$ cat src/rtl/irq_cond_pkg.sv
package irq_cond_pkg;
  localparam int IDX_MEDIA = 0;
  localparam int IDX_SND   = 1;
  localparam int IDX_EXT1  = 2;
  localparam int IDX_EXT2  = 3;
  localparam int IDX_EXT3  = 4;
  localparam int IDX_TMR0  = 5;
endpackage

$ cat src/rtl/irq_deglitch.sv
module irq_deglitch #(
  parameter int SAMPLES = 2
) (
  input  logic clk,
  input  logic rst,
  input  logic tick,
  input  logic pin,
  output logic rise
);
  localparam int HW = SAMPLES - 1;

  logic [HW-1:0]      hist;
  logic               filt;
  logic               filt_d;
  logic [SAMPLES-1:0] win;

  assign win  = {hist, pin};
  assign rise = filt & ~filt_d;

  always_ff @(posedge clk) begin
    if (rst) begin
      hist   <= '0;
      filt   <= 1'b0;
      filt_d <= 1'b0;
    end else begin
      filt_d <= filt;
      if (tick) begin
        hist <= win[HW-1:0];
        if (&win)       filt <= 1'b1;
        else if (~|win) filt <= 1'b0;
      end
    end
  end

  AST_FILT_ON_TICK: assert property (@(posedge clk) disable iff (rst)
    (filt != $past(filt)) |-> $past(tick));
  AST_FILT_NEEDS_PIN: assert property (@(posedge clk) disable iff (rst)
    $rose(filt) |-> $past(pin));
endmodule

$ cat src/rtl/irq_latch.sv
module irq_latch (
  input  logic clk,
  input  logic rst,
  input  logic set,
  input  logic clr,
  output logic q
);
  always_ff @(posedge clk) begin
    if (rst)      q <= 1'b0;
    else if (set) q <= 1'b1;
    else if (clr) q <= 1'b0;
  end

  AST_SET_WINS: assert property (@(posedge clk) disable iff (rst)
    $past(set) && !$past(rst) |-> q);
  AST_HOLD_UNTIL_EOI: assert property (@(posedge clk) disable iff (rst)
    $past(q) && !$past(clr) && !$past(rst) |-> q);
endmodule

$ cat src/rtl/irq_tmr_sync.sv
module irq_tmr_sync (
  input  logic clk,
  input  logic rst,
  input  logic uf,
  input  logic fall,
  output logic set_ev
);
  logic pend;

  assign set_ev = fall & pend;

  always_ff @(posedge clk) begin
    if (rst) pend <= 1'b0;
    else     pend <= uf | (pend & ~fall);
  end

  AST_PEND_FROM_UF: assert property (@(posedge clk) disable iff (rst)
    $rose(pend) |-> $past(uf));
endmodule

$ cat src/rtl/irq_cond_top.sv
module irq_cond_top
  import irq_cond_pkg::*;
#(
  parameter int DG_SAMPLES = 2,
  parameter int N_TMR      = 2,
  localparam int NSRC      = IDX_TMR0 + N_TMR
) (
  input  logic             clk,
  input  logic             rst,
  input  logic             tick_16k,
  input  logic             media_pin,
  input  logic             snd_req,
  input  logic             ext1_n,
  input  logic             ext2_n,
  input  logic             ext3,
  input  logic [N_TMR-1:0] tmr_uf,
  input  logic [N_TMR-1:0] tmr_fall,
  input  logic             eoi_media,
  input  logic             eoi_snd,
  input  logic [N_TMR-1:0] eoi_tmr,
  input  logic             mask_we,
  input  logic [NSRC-1:0]  mask_in,
  output logic [NSRC-1:0]  status,
  output logic             irq,
  output logic             fiq
);
  logic            media_rise;
  logic [NSRC-1:0] mask;
  logic [2:0]      lvl;

  irq_deglitch #(.SAMPLES(DG_SAMPLES)) u_dg (
    .clk(clk), .rst(rst), .tick(tick_16k), .pin(media_pin), .rise(media_rise)
  );

  irq_latch u_media (
    .clk(clk), .rst(rst), .set(media_rise), .clr(eoi_media), .q(status[IDX_MEDIA])
  );

  irq_latch u_snd (
    .clk(clk), .rst(rst), .set(snd_req), .clr(eoi_snd), .q(status[IDX_SND])
  );

  for (genvar i = 0; i < N_TMR; i++) begin : g_tmr
    logic tset;
    irq_tmr_sync u_sync (
      .clk(clk), .rst(rst), .uf(tmr_uf[i]), .fall(tmr_fall[i]), .set_ev(tset)
    );
    irq_latch u_lat (
      .clk(clk), .rst(rst), .set(tset), .clr(eoi_tmr[i]), .q(status[IDX_TMR0+i])
    );
    AST_TMR_ON_FALL: assert property (@(posedge clk) disable iff (rst)
      $rose(status[IDX_TMR0+i]) |-> $past(tmr_fall[i]));
  end

  always_ff @(posedge clk) begin
    if (rst) lvl <= '0;
    else     lvl <= {ext3, ~ext2_n, ~ext1_n};
  end
  assign status[IDX_EXT3:IDX_EXT1] = lvl;

  always_ff @(posedge clk) begin
    if (rst) begin
      mask <= '0;
      irq  <= 1'b0;
      fiq  <= 1'b0;
    end else begin
      if (mask_we) mask <= mask_in;
      irq <= |(status[NSRC-1:IDX_SND] & mask[NSRC-1:IDX_SND]);
      fiq <= status[IDX_MEDIA] & mask[IDX_MEDIA];
    end
  end

  AST_FIQ_FROM_MEDIA: assert property (@(posedge clk) disable iff (rst)
    fiq |-> $past(status[IDX_MEDIA]));
  AST_IRQ_NEEDS_SRC: assert property (@(posedge clk) disable iff (rst)
    $rose(irq) |-> $past(|status[NSRC-1:IDX_SND]));
  AST_EXT1_LEVEL: assert property (@(posedge clk) disable iff (rst)
    !ext1_n |=> status[IDX_EXT1]);
  AST_EXT3_LEVEL: assert property (@(posedge clk) disable iff (rst)
    !ext3 |=> !status[IDX_EXT3]);
endmodule

$ cat config.mk
export PLATFORM = sky130hd
export DESIGN_NAME = irq_cond_top
export DESIGN_NICKNAME = d
export VERILOG_FILES = /design/src/rtl/irq_cond_pkg.sv /design/src/rtl/irq_deglitch.sv /design/src/rtl/irq_latch.sv /design/src/rtl/irq_tmr_sync.sv /design/src/rtl/irq_cond_top.sv
export SDC_FILE = /design/constraint.sdc
export NUM_CORES = 1
export LEC_CHECK = 0
export ABC_CLOCK_PERIOD_IN_PS = 1550
export BUFFER_PORTS_ARGS = -buffer_cell sky130_fd_sc_hd__buf_2
export CAP_MARGIN = 25
export CORE_MARGIN = 2
export CORE_UTILIZATION = 51
export CTS_BUF_LIST = sky130_fd_sc_hd__clkbuf_2 sky130_fd_sc_hd__clkbuf_4 sky130_fd_sc_hd__clkbuf_8
export CTS_CLUSTER_SIZE = 25
export DETAILED_ROUTE_END_ITERATION = 8
export GPL_TIMING_DRIVEN = 0
export PLACE_DENSITY = 0.86
export SLEW_MARGIN = 25
export SYNTH_ARGS = -nofsm -noshare
export SYNTH_HDL_FRONTEND = slang
export SYNTH_SLANG_ARGS = --single-unit
$ cat constraint.sdc
create_clock -name clk -period 1.55 [get_ports clk]
set_input_delay 0.0775 -clock clk [delete_from_list [all_inputs] [get_ports clk]]
set_output_delay 0.0775 -clock clk [all_outputs]
set_load 0.005 [all_outputs]
==> results.json, run 1 <==
{
  "reg2reg_slack_ps": 440,
  "routabilityCongestion": 0.7396,
  "finalHoldWorstSlack_ps": 12.99,
  "grt_max_degree": 12,
  "detail-route-antenna-nets": 0,
  "end_kind": "register",
  "seqPwrFrac": 0.601,
  "fp.dieH_um": 42.69,
  "cts_resized": 0,
  "cts_root_buf": "clkbuf_4",
  "route.vias.total": 628,
  "hold_violations": 0,
  "p_leak_nw": 0.5243,
  "yosys_warnings": 0,
  "sw_frac_of_total": 0.2162,
  "areaGrowthSynthToFinish_pct": 35.90,
  "ys_seq_area_frac": 0.5508,
  "critPathLaunchType": "input port",
  "antenna_found_initial": 0,
  "required_ps": 1790,
  "dp_hpwl_um": 984.4,
  "power.total_mw": 0.9648,
  "fin_tns_setup_ps": 0,
  "netlist_instances": 76,
  "crit_top_cell": "dlygate4sd3_1",
  "grt.overflow.total": 0,
  "place_area_um2": 937.1,
  "synth_nets": 101,
  "irDropWorstVdd_mv": 0.5072,
  "finalNonFillerCells": 133,
  "hold_buffers": 7,
  "clock.fmax_mhz": 865.3,
  "powerDensity_mw_per_mm2": 930.2,
  "power.net_switching_mw": 0.2086,
  "tightestPinTransition_ps": 204.4,
  "place_ws_ps": 455.6,
  "arrival_ps": 1400,
  "detail_route.iter0.violations": 12,
  "maxCapViolCount": 0,
  "postCtsSetupRepairBufs": 0,
  "die_x_um": 42.69,
  "syn-mean-instance-area_um2": 10.04,
  "final_core_util": 0.7683,
  "drt-pass1-iter-count": 4,
  "ios": 33,
  "drive_gt1_frac": 0.3559,
  "avgViaCountPerCell": 4.722,
  "crit_chain": "dlygate4sd3_1, buf_2, nor2b_1, dlygate4sd3_1",
  "power.share.clock": 0.278,
  "setup_slack_ps": 394.3,
  "fillers": 100,
  "worstHoldPathCells": 3,
  "fin_nets": 144,
  "power.internal_mw": 0.7562,
  "numClockSinks": 21,
  "endpoint": "lvl[2]",
  "design_area_mm2": 0.001037,
  "start_util": 0.5653,
  "critPathMaxStageDelay_ps": 550,
  "critPathMaxFanout": 3,
  "htreeDepth": 1,
  "routed_wl_um": 1379,
  "finClkSkew_ps": 0.7439,
  "clock_path_buffers": 2,
  "port_buffers": 31,
  "crit_slowest_cell": "dlygate4sd3_1",
  "yosysUniqueCellTypes": 15,
  "path_class": "input port to register",
  "numCtsBuffers": 3,
  "r2r_cells": 4,
  "n_antenna_cell": 0,
  "syn_area_um2": 763.2,
  "startpoint": "rst",
  "pwr-share-comb": 0.121,
  "insertion_delay_ps": 290,
  "status": "finished clean",
  "dp.cells": 122,
  "setup_violations": 0,
  "grt_pass1_wl_um": 2311,
  "drv_slew": 0,
  "wl_per_cell_um": 10.37,
  "rows": 13,
  "drc_errors": 0,
  "hold_path.class": "input port to register",
  "cts_tree": "yes",
  "rsz0062_at_grt": "false",
  "fin_crit_sh": 0.7456,
  "r2r-start": "u_dg.hist",
  "core_area_mm2": 0.001350,
  "grt_pass1_vias": 595,
  "grt_use_total": 0.1695,
  "synth-seq-cells": 21,
  "clkTransAtPathRegs_ps": 100,
  "die-area_mm2": 0.001822,
  "r2r-end": "u_dg.filt",
  "period_needed_ps": 1156,
  "slew_headroom": 0.8637
}
==> cell usage after synthesis <==
library cell,number,area [µm²]
dfxtp_1,21,420.4
nor2_1,15,56.30
mux2i_1,9,90.09
a21oi_1,6,30.03
buf_4,4,30.03
nand2b_1,4,25.02
a22oi_1,3,22.52
inv_1,3,11.26
nand2_1,3,11.26
buf_6,2,22.52
nor2b_1,2,12.51
a31oi_1,1,6.260
and2b_1,1,7.510
buf_2,1,5.000
ha_1,1,12.51
==> critical path, delay by kind of cell <==
kind                   cells  cell delay (ps)
buffers and inverters      3             1230
AND/OR/NAND/NOR            1               90
==> layout make-up <==
class | count | area, µm² | share of cell area
inverters | 3 | 11.26 | 0.01086
multi-input cells | 45 | 274.0 | 0.2642
clock buffers | 4 | 30.03 | 0.02895
repair buffers | 38 | 225.2 | 0.2171
flip-flops and latches | 21 | 420.4 | 0.4053
plain buffers | 7 | 57.56 | 0.05549
well taps | 15 | 18.77 | 0.01809
==> power groups by stage <==
stage,sequential [mW],combinational (mW),clock [mW]
after floorplan,0.590,0.0576,0
after global placement,0.591,0.101,0
after detailed placement,0.592,0.104,0
after CTS,0.579,0.118,0.282
after global routing,0.583,0.130,0.298
final,0.580,0.117,0.268
==> worst min path at each step <==
stage                           from       to  slack (ps)
final                     mask_in[0]  mask[0]          10
after detailed placement      ext2_n   lvl[1]         240
after CTS                 mask_in[0]  mask[0]           5
after global routing      mask_in[0]  mask[0]          20
after global placement        ext2_n   lvl[1]         240
after floorplan                  rst   lvl[2]         150
==> kinds of logic (layout without fill, tap and decap cells) <==
family,count (synthesis),count (layout),share of synthesized area
compound gates,10,10,0.07705
mux,9,9,0.1180
flops,21,21,0.5508
buf+inv,10,52,0.09016
simple gates,25,25,0.1475
fa+ha+maj,1,1,0.01639
==> sequential cells by signal, summed over array words and instances, names as in the netlist <==
name	count
mask	7
fiq	1
u_dg.hist	1
u_media.q	1
irq	1
u_dg.filt_d	1
u_snd.q	1
lvl	3
g_tmr.u_sync.pend	2
g_tmr.u_lat.q	2
u_dg.filt	1
==> layout by cell type (no fill, tap or decap), drive strengths merged <==
| cell type | count |
|---|---|
| inv | 3 |
| and2b | 1 |
| clkbuf | 4 |
| a22oi | 3 |
| ha | 1 |
| nor2b | 2 |
| nor2 | 15 |
| a21oi | 6 |
| a31oi | 1 |
| nand2b | 4 |
| dfxtp | 21 |
| nand2 | 3 |
| dlygate4sd3 | 7 |
| buf | 38 |
| mux2i | 9 |
==> layer usage <==
layer	vias to the layer above	GRT usage	wire length (µm)
met4	0	0.1250	11
li1	326	-	-
met3	2	0.03404	94
met2	23	0.2667	627
met1	277	0.2016	646
met5	-	0	0
No activity file was read; power rests on OpenSTA's default activity.
==> run 2, diff against run 1 <==
- ABC_CLOCK_PERIOD_IN_PS: 1550 -> 1100
- CORE_UTILIZATION: 51 -> 47
- PLACE_DENSITY: 0.86 -> 0.8
- clock period: 1.55 -> 1.1 ns (I/O delays scaled with it)
==> results.json, run 2 (synthesized netlist as in run 1, its figures left out) <==
{
  "detail-route-antenna-nets": 0,
  "startpoint": "u_dg.hist",
  "htreeDepth": 1,
  "irDropWorstVdd_mv": 0.8261,
  "detail_route.iter0.violations": 5,
  "grt.overflow.total": 0,
  "drive_gt1_frac": 0.3607,
  "place_area_um2": 938.4,
  "required_ps": 1300,
  "cts_root_buf": "clkbuf_4",
  "avgViaCountPerCell": 4.768,
  "holdCritStartpoint": "mask_in[3]",
  "crit_slowest_cell": "dfxtp_2",
  "powerDensity_mw_per_mm2": 1261,
  "drv_slew": 0,
  "grt_max_degree": 12,
  "r2r_cells": 4,
  "period_needed_ps": 1071,
  "fin_crit_sh": 0.9739,
  "setup_violations": 0,
  "top_regs": "mask x7, lvl x3",
  "clkTransAtPathRegs_ps": 110,
  "power.net_switching_mw": 0.3005,
  "clock_path_buffers": 2,
  "tightestPinTransition_ps": 210.3,
  "hold_path.class": "input port to register",
  "path_buf_inv": 0,
  "fin_nets": 148,
  "postCtsSetupRepairBufs": 0,
  "fillers": 121,
  "critPathLaunchType": "register",
  "dp_hpwl_um": 1015,
  "slew_headroom": 0.8598,
  "die-area_mm2": 0.001962,
  "drt-pass1-iter-count": 4,
  "worstHoldPathCells": 3,
  "port_buffers": 31,
  "maxCapViolCount": 0,
  "crit_chain": "ha_4, and2b_1, mux2i_1, nor2_1",
  "power.internal_mw": 1.077,
  "arrival_ps": 1270,
  "final_cell_mix": "buf_2 (32), dfxtp_1 (20), nor2_1 (15)",
  "seqPwrFrac": 0.594,
  "n_antenna_cell": 0,
  "insertion_delay_ps": 290,
  "grt_use_total": 0.1628,
  "design_area_mm2": 0.001092,
  "grt_pass1_wl_um": 2263,
  "p_leak_nw": 0.5392,
  "areaGrowthSynthToFinish_pct": 43.12,
  "ios": 33,
  "rsz0062_at_grt": "false",
  "numCtsBuffers": 3,
  "fp.dieH_um": 44.30,
  "sw_frac_of_total": 0.2182,
  "routed_wl_um": 1463,
  "layout_commonest_cell": "buf_2",
  "drc_errors": 0,
  "antenna_found_initial": 0,
  "core_area_mm2": 0.001506,
  "finClkSkew_ps": 6.843,
  "reg2reg_slack_ps": 30,
  "path_delay_family": "flip-flops",
  "pwr-share-comb": 0.130,
  "end_kind": "register",
  "critPathMaxFanout": 2,
  "route.vias.total": 658,
  "die_x_um": 44.30,
  "status": "finished clean",
  "hold_violations": 0,
  "power.share.clock": 0.276,
  "fin_tns_setup_ps": 0,
  "grt_pass1_vias": 587,
  "critPathMaxStageDelay_ps": 370,
  "setup_slack_ps": 28.71,
  "cts_tree": "yes",
  "path_class": "register to register",
  "routabilityCongestion": 0.7337,
  "place_ws_ps": 5.019,
  "numClockSinks": 21,
  "hold_end": "mask[3]",
  "r2r-end": "u_dg.filt",
  "r2r-start": "u_dg.hist",
  "start_util": 0.5066,
  "regArea_um2": 421.7,
  "largest-register": "mask",
  "wl_per_cell_um": 10.60,
  "clock.fmax_mhz": 933.5,
  "largest_reg_flops": 7,
  "rows": 14,
  "multi_input_area_um2": 286.5
}
## run 2: changes by cell type in the layout (fill, tap and decap cells not counted), sizes merged
cell | previous run | this run
dlygate4sd3 | 7 | 11
## run 2: tightest hold or removal path: stages
cell     delay, ps
buf_2           80
mux2i_1         50
nor2_1          80
## run 2: stage by stage
| step | std cells | power [mW] | hold WS (ps) | utilization |
|---|---|---|---|---|
| global route | 138 | 1.434 | 22.32 | 0.7251 |
| detailed placement | 123 | 0.9814 | 213.5 | 0.6229 |
| floorplan | 76 | 0.9122 | 126.6 | - |
| CTS | 138 | 1.384 | 0.7351 | 0.7251 |
| global placement | 123 | 0.9751 | 213.2 | 0.6229 |
| finish | 138 | 1.377 | 2.141 | 0.7251 |
## run 2: how the worst max path moves through the flow
stage	end	slack (ps)	cells past startpoint
final	u_dg.filt	30	4
after detailed placement	u_dg.filt	5	4
after global routing	u_dg.filt	2	4
after CTS	u_dg.filt	20	4
after floorplan	u_dg.filt	40	4
after global placement	u_dg.filt	30	4
## run 2: what timing repair did
action	in CTS	in global routing
hold endpoints to repair	10	0
hold buffers	11	0
setup endpoints to repair	1	1
resized for setup	2	0
pin swaps	1	1
## run 2: power groups by stage
stage	combinational, mW	clock (mW)	sequential (mW)
2_1_floorplan	0.0811	0	0.831
3_3_place_gp	0.143	0	0.832
3_5_place_dp	0.148	0	0.833
5_1_grt	0.202	0.411	0.822
6_report	0.180	0.380	0.817
4_1_cts	0.180	0.387	0.817
## run 2: cell type report
class | instances | area share
multi-input cells | 45 | 0.2623
clock buffers | 4 | 0.02749
flip-flops and latches | 21 | 0.3860
inverters | 3 | 0.01031
repair buffers | 42 | 0.2428
well taps | 16 | 0.01833
plain buffers | 7 | 0.05269
## run 2: metal layers
metal / wire length (µm) / up-vias / GRT usage / share of wire
met5: 0 / - / 0 / 0
met4: 40 / 0 / 0.09697 / 0.027
met3: 79 / 4 / 0.05306 / 0.054
met2: 759 / 22 / 0.3029 / 0.52
met1: 584 / 297 / 0.1521 / 0.40
li1: - / 335 / - / -
